$ cat src/rtl/dma_ww_pkg.sv
package dma_ww_pkg;
  typedef enum logic [1:0] {
    SP_NORM = 2'd0,
    SP_DRAM = 2'd1,
    SP_MUX  = 2'd2,
    SP_RSV  = 2'd3
  } space_e;

  localparam int unsigned REG_W     = 16;
  localparam int unsigned CODE_W    = 2;
  localparam int unsigned PU_BIT    = 15;
  localparam int unsigned LW02_LSB  = 13;
  localparam int unsigned LW6_LSB   = 11;
  localparam logic [15:0] LW_RESET  = 16'hF800;
endpackage

$ cat src/rtl/dma_ww_regs.sv
module dma_ww_regs
  import dma_ww_pkg::*;
#(
  parameter int unsigned NAREA = 8
) (
  input  logic                    clk,
  input  logic                    por_n,
  input  logic                    wr,
  input  logic                    sel,
  input  logic [REG_W-1:0]        wdata,
  output logic [REG_W-1:0]        rdata,
  output logic [NAREA-1:0]        ctl_bits,
  output logic [CODE_W-1:0]       lw02_code,
  output logic [CODE_W-1:0]       lw6_code,
  output logic                    pu_en
);
  localparam int unsigned LW_KEEP = REG_W - LW6_LSB;

  logic [LW_KEEP-1:0] lw_q;

  genvar gi;
  generate
    for (gi = 0; gi < NAREA; gi++) begin : g_ctl
      always_ff @(posedge clk or negedge por_n) begin
        if (!por_n)              ctl_bits[gi] <= 1'b1;
        else if (wr && !sel)     ctl_bits[gi] <= wdata[gi];
      end
    end
  endgenerate

  always_ff @(posedge clk or negedge por_n) begin
    if (!por_n)          lw_q <= LW_RESET[REG_W-1:LW6_LSB];
    else if (wr && sel)  lw_q <= wdata[REG_W-1:LW6_LSB];
  end

  assign pu_en     = lw_q[PU_BIT-LW6_LSB];
  assign lw02_code = lw_q[LW02_LSB-LW6_LSB +: CODE_W];
  assign lw6_code  = lw_q[0 +: CODE_W];

  always_comb begin
    rdata = '0;
    if (sel) rdata[REG_W-1:LW6_LSB] = lw_q;
    else     rdata[NAREA-1:0]       = ctl_bits;
  end

  // reserved long-wait bits always read zero
  p_rsv_zero_r6: assert property (@(posedge clk) disable iff (!por_n)
    sel |-> (rdata[LW6_LSB-1:0] == '0));

  // without a write the register contents hold (manual reset has no path here)
  p_regs_hold_r8: assert property (@(posedge clk) disable iff (!por_n)
    !wr |=> ($stable(ctl_bits) && $stable(lw_q)));
endmodule

$ cat src/rtl/dma_ww_len.sv
module dma_ww_len
  import dma_ww_pkg::*;
#(
  parameter int unsigned NAREA    = 8,
  parameter int unsigned AREA_W   = $clog2(NAREA),
  parameter int unsigned CNT_W    = 3,
  parameter logic [7:0]  LW_MASK  = 8'b0100_0101,
  parameter int unsigned LW6_AREA = 6,
  parameter int unsigned MUX_BASE = 4
) (
  input  logic [1:0]        space,
  input  logic [AREA_W-1:0] area,
  input  logic [NAREA-1:0]  ctl_bits,
  input  logic [CODE_W-1:0] lw02_code,
  input  logic [CODE_W-1:0] lw6_code,
  output logic [CNT_W-1:0]  fix_len,
  output logic              samp_en
);
  localparam logic [CNT_W-1:0] LEN_SHORT = CNT_W'(1);
  localparam logic [CNT_W-1:0] LEN_LONG  = CNT_W'(2);
  localparam logic [CNT_W-1:0] LEN_MUX   = CNT_W'(MUX_BASE);

  logic              ctl;
  logic              has_lw;
  logic [CODE_W-1:0] code;

  always_comb begin
    ctl    = ctl_bits[area];
    has_lw = LW_MASK[area];
    code   = (area == AREA_W'(LW6_AREA)) ? lw6_code : lw02_code;
    unique case (space_e'(space))
      SP_MUX: begin
        fix_len = LEN_MUX;
        samp_en = 1'b1;
      end
      SP_DRAM: begin
        fix_len = ctl ? LEN_LONG : LEN_SHORT;
        samp_en = ctl;
      end
      default: begin
        if (has_lw) fix_len = LEN_LONG + CNT_W'(code);
        else        fix_len = ctl ? LEN_LONG : LEN_SHORT;
        samp_en = ctl;
      end
    endcase
  end
endmodule

$ cat src/rtl/dma_ww_fsm.sv
module dma_ww_fsm #(
  parameter int unsigned CNT_W = 3
) (
  input  logic             clk,
  input  logic             rst_n,
  input  logic             start,
  input  logic [CNT_W-1:0] fix_len,
  input  logic             samp_en,
  input  logic             wait_n,
  output logic             busy,
  output logic             done
);
  logic [CNT_W-1:0] cnt_q;
  logic             se_q;
  logic             stretch;

  assign stretch = se_q && !wait_n;
  assign done    = busy && (cnt_q == '0) && !stretch;

  always_ff @(posedge clk or negedge rst_n) begin
    if (!rst_n) begin
      busy  <= 1'b0;
      cnt_q <= '0;
      se_q  <= 1'b0;
    end else if (!busy) begin
      if (start) begin
        busy  <= 1'b1;
        cnt_q <= fix_len - CNT_W'(1);
        se_q  <= samp_en;
      end
    end else if (cnt_q != '0) begin
      cnt_q <= cnt_q - CNT_W'(1);
    end else if (!stretch) begin
      busy <= 1'b0;
    end
  end

  // done lasts one clock and closes the cycle
  p_done_single_r9: assert property (@(posedge clk) disable iff (!rst_n)
    done |=> !done);
  p_done_ends_r9: assert property (@(posedge clk) disable iff (!rst_n)
    done |=> !busy);
  // a started cycle does not end before done
  p_busy_hold_r9: assert property (@(posedge clk) disable iff (!rst_n)
    (busy && !done) |=> busy);
  // with sampling off the last fixed state always finishes
  p_no_sample_r1: assert property (@(posedge clk) disable iff (!rst_n)
    (busy && !se_q && cnt_q == '0) |-> done);
  // a low WAIT sample in the last state keeps the cycle going
  p_wait_extends_r10: assert property (@(posedge clk) disable iff (!rst_n)
    (busy && cnt_q == '0 && se_q && !wait_n) |=> busy);
endmodule

$ cat src/rtl/dma_wr_wait_ctl.sv
module dma_wr_wait_ctl
  import dma_ww_pkg::*;
#(
  parameter int unsigned NAREA    = 8,
  parameter int unsigned AREA_W   = $clog2(NAREA),
  parameter int unsigned MUX_BASE = 4,
  parameter int unsigned CNT_W    = 3
) (
  input  logic              clk,
  input  logic              por_n,
  input  logic              mrst_n,
  input  logic              start,
  input  logic [AREA_W-1:0] area,
  input  logic [1:0]        space,
  input  logic              wait_n,
  input  logic              reg_wr,
  input  logic              reg_sel,
  input  logic [15:0]       reg_wdata,
  output logic [15:0]       reg_rdata,
  output logic              wait_pu_en,
  output logic              busy,
  output logic              done
);
  logic [NAREA-1:0]  ctl_bits;
  logic [CODE_W-1:0] lw02_code;
  logic [CODE_W-1:0] lw6_code;
  logic [CNT_W-1:0]  fix_len;
  logic              samp_en;
  logic              cyc_rst_n;

  assign cyc_rst_n = por_n & mrst_n;

  dma_ww_regs #(.NAREA(NAREA)) u_regs (
    .clk(clk), .por_n(por_n), .wr(reg_wr), .sel(reg_sel),
    .wdata(reg_wdata), .rdata(reg_rdata), .ctl_bits(ctl_bits),
    .lw02_code(lw02_code), .lw6_code(lw6_code), .pu_en(wait_pu_en)
  );

  dma_ww_len #(.NAREA(NAREA), .AREA_W(AREA_W), .CNT_W(CNT_W), .MUX_BASE(MUX_BASE)) u_len (
    .space(space), .area(area), .ctl_bits(ctl_bits),
    .lw02_code(lw02_code), .lw6_code(lw6_code),
    .fix_len(fix_len), .samp_en(samp_en)
  );

  dma_ww_fsm #(.CNT_W(CNT_W)) u_fsm (
    .clk(clk), .rst_n(cyc_rst_n), .start(start), .fix_len(fix_len),
    .samp_en(samp_en), .wait_n(wait_n), .busy(busy), .done(done)
  );

  // a multiplexed I/O cycle cannot finish in its first state
  p_mux_min_r5: assert property (@(posedge clk) disable iff (!cyc_rst_n)
    (!busy && start && space == 2'd2) |=> (busy && !done));
  // manual reset clears the cycle without touching the pull-up bit
  p_mrst_regs_r8: assert property (@(posedge clk) disable iff (!por_n)
    (!mrst_n && !reg_wr) |=> $stable(wait_pu_en));
endmodule

$ cat config.mk
export PLATFORM = sky130hd
export DESIGN_NAME = dma_wr_wait_ctl
export DESIGN_NICKNAME = d
export VERILOG_FILES = /design/src/rtl/dma_ww_pkg.sv /design/src/rtl/dma_ww_regs.sv /design/src/rtl/dma_ww_len.sv /design/src/rtl/dma_ww_fsm.sv /design/src/rtl/dma_wr_wait_ctl.sv
export SDC_FILE = /design/constraint.sdc
export NUM_CORES = 1
export LEC_CHECK = 0
export BUFFER_PORTS_ARGS = -buffer_cell sky130_fd_sc_hd__buf_2
export CORE_MARGIN = 3
export CORE_UTILIZATION = 47
export DETAILED_ROUTE_END_ITERATION = 6
export PLACE_DENSITY = 0.87
export REMOVE_ABC_BUFFERS = 1
export SLEW_MARGIN = 40
export SYNTH_ARGS = -nofsm -noshare
export SYNTH_HDL_FRONTEND = slang
export SYNTH_SLANG_ARGS = --single-unit
$ cat constraint.sdc
create_clock -name clk -period 2.7 [get_ports clk]
set_input_delay 0 -clock clk [delete_from_list [all_inputs] [get_ports clk]]
set_output_delay 0 -clock clk [all_outputs]
set_load 0.01 [all_outputs]
==> After elaboration in Yosys (flattened, before gate mapping) <==
Memory sizes are Yosys's and may differ from the RTL's.
Cells that the tools add are included.
{ "word_totals": {"register_bits": 18, "latch_bits": 0, "ram_bits": 0, "romBits": 8, "inputBits": 28, "out_inout_bits": 19, "mem_count": 1} }
{ "op_classes": {"add_sub_neg": 3, "mul": 0, "n_div": 0, "magnitude_cmp": 1, "n_eq_ne": 4, "shifts": 0, "mux": 17, "bitwise_logic": 2, "reduce_logical": 13} }
{ "mem_list": {"columns": ["name", "words", "word_bits", "rd", "rd_ports_with_merged_regs", "wr", "line", "rtl"], "rows": [
  ["(name not given)", 8, 1, 1, 0, 0, "dma_ww_len.sv:29", "has_lw = LW_MASK[area];"]
]} }
{ "ops": {"columns": ["op", "n"], "rows": [
  ["3-bit two-way mux", 4],
  ["8-bit two-way mux", 1],
  ["1-bit two-way mux", 7],
  ["3-bit case mux with 2 select lines", 1],
  ["3-bit by 1-bit subtractor with 3-bit output (second input constant)", 2],
  ["1-bit logical AND", 5],
  ["5-bit two-way mux", 1],
  ["3-bit by 4-bit less-than comparator with 1-bit output (second input constant)", 1],
  ["2-bit two-way mux", 2],
  ["2-bit AND reduction", 2],
  ["2-bit by 2-bit adder with 3-bit output (first input constant)", 1],
  ["1-bit binary-select mux with 3-bit select", 1],
  ["3-bit == test (second input constant)", 1],
  ["1-bit zero test", 3],
  ["3-bit zero test", 1],
  ["3-bit nonzero test", 1],
  ["2-bit by 1-bit == test with 1-bit output (second input constant)", 1],
  ["2-bit == test (second input constant)", 1],
  ["2-bit inequality test (second input constant)", 1],
  ["2-bit nonzero test", 1],
  ["1-bit bitwise AND", 1],
  ["1-bit inverter", 1]
]} }

==> Depth between registers and ports, before layout <==
{ "logic_depth": {"word_depth": 8, "depth_mapped": 11, "ltp_nobuf": 11} }

==> Cells and area by module <==
From an unflattened synthesis, not the netlist that was laid out.
{ "unflattened": {"cells_unflattened": 102, "area_unflattened_um2": 1189.9} }
{ "by_module_without_submodules": {"columns": ["mod", "n_inst", "cells_each", "area_each_um2", "seq_area_each_um2"], "rows": [
  ["dma_ww_regs", 1, 47, 653.1, 341.6],
  ["dma_ww_fsm", 1, 31, 332.8, 125.1],
  ["dma_ww_len", 1, 23, 197.7, 0.0],
  ["dma_wr_wait_ctl", 1, 1, 6.3, 0.0]
]} }

==> Worst setup path after synthesis <==
Ideal clock, no wire load.
{ "synth_path": {"path_type": "register to register", "start": "reg u_regs.ctl_bits[4]", "end": "reg u_fsm.cnt_q[2]", "setup_ps": 130, "t_arrival_ps": 2037, "required_time_ps": 2570, "path_slack_ps": 533, "stages_incl_launch_ff": 10, "path_buffers": 0, "cell_sequence": "dfstp_2 mux2_1 mux4_2 o32ai_2 o21ai_1 ha_1 o21ai_1 mux2i_1 a21oi_1 nand3_1"} }
{ "synth_between": {"elab_chain_len": 8} }
{ "synth_rtl": {"columns": ["item", "line", "rtl"], "rows": [
  ["start: declaration", "dma_ww_regs.sv:12", "output logic [NAREA-1:0] ctl_bits,"],
  ["start signal: indexed assignment", "dma_ww_regs.sv:26", "else if (wr && !sel) ctl_bits[gi] <= wdata[gi];"],
  ["1-bit binary-select mux with 3-bit select (*)", "dma_ww_len.sv:28", "ctl = ctl_bits[area];"],
  ["1-bit two-way mux (implied by the code) (*)", "dma_ww_len.sv:28", null],
  ["2-bit two-way mux (*)", "dma_ww_len.sv:37, dma_ww_len.sv:42", null],
  ["3-bit two-way mux", "dma_ww_len.sv:41", "if (has_lw) fix_len = LEN_LONG + CNT_W'(code);"],
  ["3-bit case mux with 2 select lines (*)", "dma_ww_len.sv:31", "unique case (space_e'(space))"],
  ["3-bit by 1-bit subtractor with 3-bit output (*)", "dma_ww_fsm.sv:28", "cnt_q <= fix_len - CNT_W'(1);"],
  ["3-bit two-way mux (*)", "dma_ww_fsm.sv:26", "if (start) begin"],
  ["3-bit two-way mux (*)", "dma_ww_fsm.sv:25", "end else if (!busy) begin"],
  ["end signal: assignment", "dma_ww_fsm.sv:28", null],
  ["end signal: assignment", "dma_ww_fsm.sv:32", "cnt_q <= cnt_q - CNT_W'(1);"],
  ["end: declaration", "dma_ww_fsm.sv:13", "logic [CNT_W-1:0] cnt_q;"]
]} }
Every way passes the cells marked *; elsewhere a longest branch is shown, timed or not. The select of a mux whose other input is x is not followed.
A chain may end at the register's enable or synchronous reset.

==> Worst setup path in the final report <==
Ends and elaborated chain as after synthesis.

==> impl_metrics.yaml <==
placed_design:
  port_buffers: 40
  place_congestion: 0.769
  dp_slack_ps: 404
  place_area_sq_um: 1360
  hpwl_um: 1900
timing:
  holdWs_ps: 30.3
  tightest_slew_ps: 733
  rsz0062_at_grt: "no"
  clock.fmax_ghz: 0.435
  period_needed_ps: 2300
  slew_headroom_pct: 51.1
  post-route-worst-setup-slack_ps: 399
  tns_ps: 0
  fin_crit_sh_pct: 85.2
  final_hold_viol_count: 0
  skew_ps: 6.85
  drv_slew: 0
  setup_violations: 0
critical_path:
  start_kind: "flop"
  r2r_slack_ps: 400
  worst_ep_required_time_ps: 2880
  critPathKind: "flop to flop"
  timing.rr.end: "u_fsm.cnt_q[2]"
  critPathArrivalTime_ps: 2480
  worstRegToRegCells: 9
  path_max_fanout: 4
  crit_path_end_kind: "flop"
  r2r_start: "u_regs.ctl_bits[4]"
die:
  dieArea_sq_um: 3100
  ios: 47
  placementRows: 17
  die_height_um: 55.7
  die_w_um: 55.7
  core_sq_um: 2280
  start_util_pct: 51.0
cells_and_area:
  layout_commonest_cell: "buf_2"
  layout_common_cells: "buf_2, dlygate4sd3_1, mux2_1, dfstp_2, nor2b_1"
  final_nets: 201
  final_area_sq_um: 1550
  drive_gt1_share_pct: 37.3
  nFillCells: 184
  num_antenna_cells: 0
  syn2layout_area_growth_pct: 34.0
synth:
  netlist_area_sq_um: 1160
  synth_warnings: 0
  yosysUniqueCellTypes: 35
  ys_seq_area_share_pct: 40.2
  avgSynthCellArea_sq_um: 10.2
  synth-seq-cells: 18
  synthArstFlopShare_pct: 100
  synth_edf_count: 0
  synth-main-ff-cell: "dfstp_2"
  syn_inst: 114
detailed_routing:
  wl_um: 2740
  avgRoutedWirePerCell_um: 13.9
  drtIter0Drc: 24
  firstDrtPassIters: 4
  vias: 1015
  ant_nets: 0
  viasPerCell: 5.15
  drc_errors: 0
job:
  cap_violations: 0
clock_network:
  h-tree-depth: 1
  post_cts_buffers: 0
  clockBufferDepth: 2
  insertion_delay_ps: 290
  clkSlewWorstSetupHoldPaths_ps: 100
  cts_buffers: 3
  cts_sinks: 18
  cts_root_buf: "clkbuf_4"
  cts_resized: 0
  cts_tree: "yes"
worst_hold_path:
  hp-class: "input port to flop"
  holdPathEnd: "u_fsm.cnt_q[2]"
  hold_depth: 3
  min_from: "start"
power:
  clkPwrFrac_pct: 17.0
  ir_drop_mv: 0.445
  comb_power_share_pct: 38.5
  p_leak_nw: 0.730
  sequentialPowerShare_pct: 44.5
  swShare_pct: 33.6
  internal_power_uw: 637
  powerDensity_nw_per_um2: 618
  switching_power_uw: 323
grt:
  grt_pass1_wl_um: 4560
  grt_start_max_net_pins: 16
  gr-total-overflow: 0
  grt_usage_pct: 18.5
  grt_pass1_vias: 1019
  antenna_found_initial: 0
run_status:
  status: "complete, no violations"
[metal layers]
layer	vias to the layer above	share of wire [%]	routed length, um	GRT usage, %
li1	500	-	-	-
met4	0	1.2	34	5.21
met3	8	6.4	176	4.87
met1	469	43	1170	21.5
met2	38	50	1360	33.1
met5	-	0	0	0
[power by group through the flow]
stage	Clock (mW)	Combinational, mW	Sequential, mW
floorplan	0	0.252	0.414
global placement	0	0.339	0.425
detailed placement	0	0.352	0.431
CTS	0.174	0.371	0.426
global route	0.184	0.421	0.440
finish	0.163	0.369	0.427
[how the worst max path moves through the flow]
stage	from	end	slack [ps]	cells past startpoint
3_5_place_dp	u_regs.ctl_bits[4]	u_fsm.cnt_q[2]	400	9
2_1_floorplan	u_regs.ctl_bits[4]	u_fsm.cnt_q[2]	530	9
6_report	u_regs.ctl_bits[4]	u_fsm.cnt_q[2]	400	9
4_1_cts	u_regs.ctl_bits[4]	u_fsm.cnt_q[2]	380	9
3_3_place_gp	u_regs.ctl_bits[4]	u_fsm.cnt_q[2]	440	9
5_1_grt	u_regs.ctl_bits[4]	u_fsm.cnt_q[2]	270	9
[logic make-up after synthesis]
logic type,after synthesis,share of synthesized area (%)
DFF,18,40.2
other,1,0.323
buffers and inverters,10,4.85
adders and majority gates,3,3.24
and+or+nand+nor,46,21.8
AOI/OAI and AO/OA,17,9.60
muxes,19,20.0
[cell usage after synthesis (all sizes together) (4+ instances only)]
master | count | area share (%)
mux2 | 17 | 17
dfstp | 13 | 29
nor2b | 11 | 5.9
nor2 | 9 | 2.9
a21oi | 6 | 2.6
and2 | 6 | 3.2
dfrtp | 5 | 11
nand2 | 5 | 1.6
nand2b | 5 | 2.7
buf | 4 | 2.9
o21ai | 4 | 1.7
[layout make-up]
class	instances	area (sq um)	area share, %
well taps	28	35.0	2.25
repair buffers	56	360	23.2
flip-flops and latches	18	467	30.0
clock buffers	4	36.3	2.33
inverters	3	11.3	0.725
multi-input cells	88	644	41.5
[critical path, stage by stage (launching register included)]
cell     delay (ps)
dfstp_2         390
mux2_1          290
mux4_2          480
o32ai_2         290
o21ai_1          90
ha_1            250
o21ai_1          80
mux2i_1          70
a21oi_1         140
nand3_1          90
[stage by stage]
stage	util [%]	std cells	power [mW]
final	68.3	197	0.960
after global routing	68.3	197	1.05
after CTS	68.3	197	0.972
after detailed placement	59.6	177	0.783
after global placement	59.6	177	0.764
after floorplan	-	109	0.666
[flip-flops by register name, summed over array words and instances (netlist names)]
register	count
u_fsm.cnt_q	3
u_fsm.se_q	1
u_regs.lw_q	5
u_regs.ctl_bits	8
u_fsm.busy	1
[what timing repair did]
item,in CTS,in global routing
setup endpoints to repair,0,0
endpoints found under the hold margin,31,0
hold buffers,16,0
(Power assumes the default switching activity.)
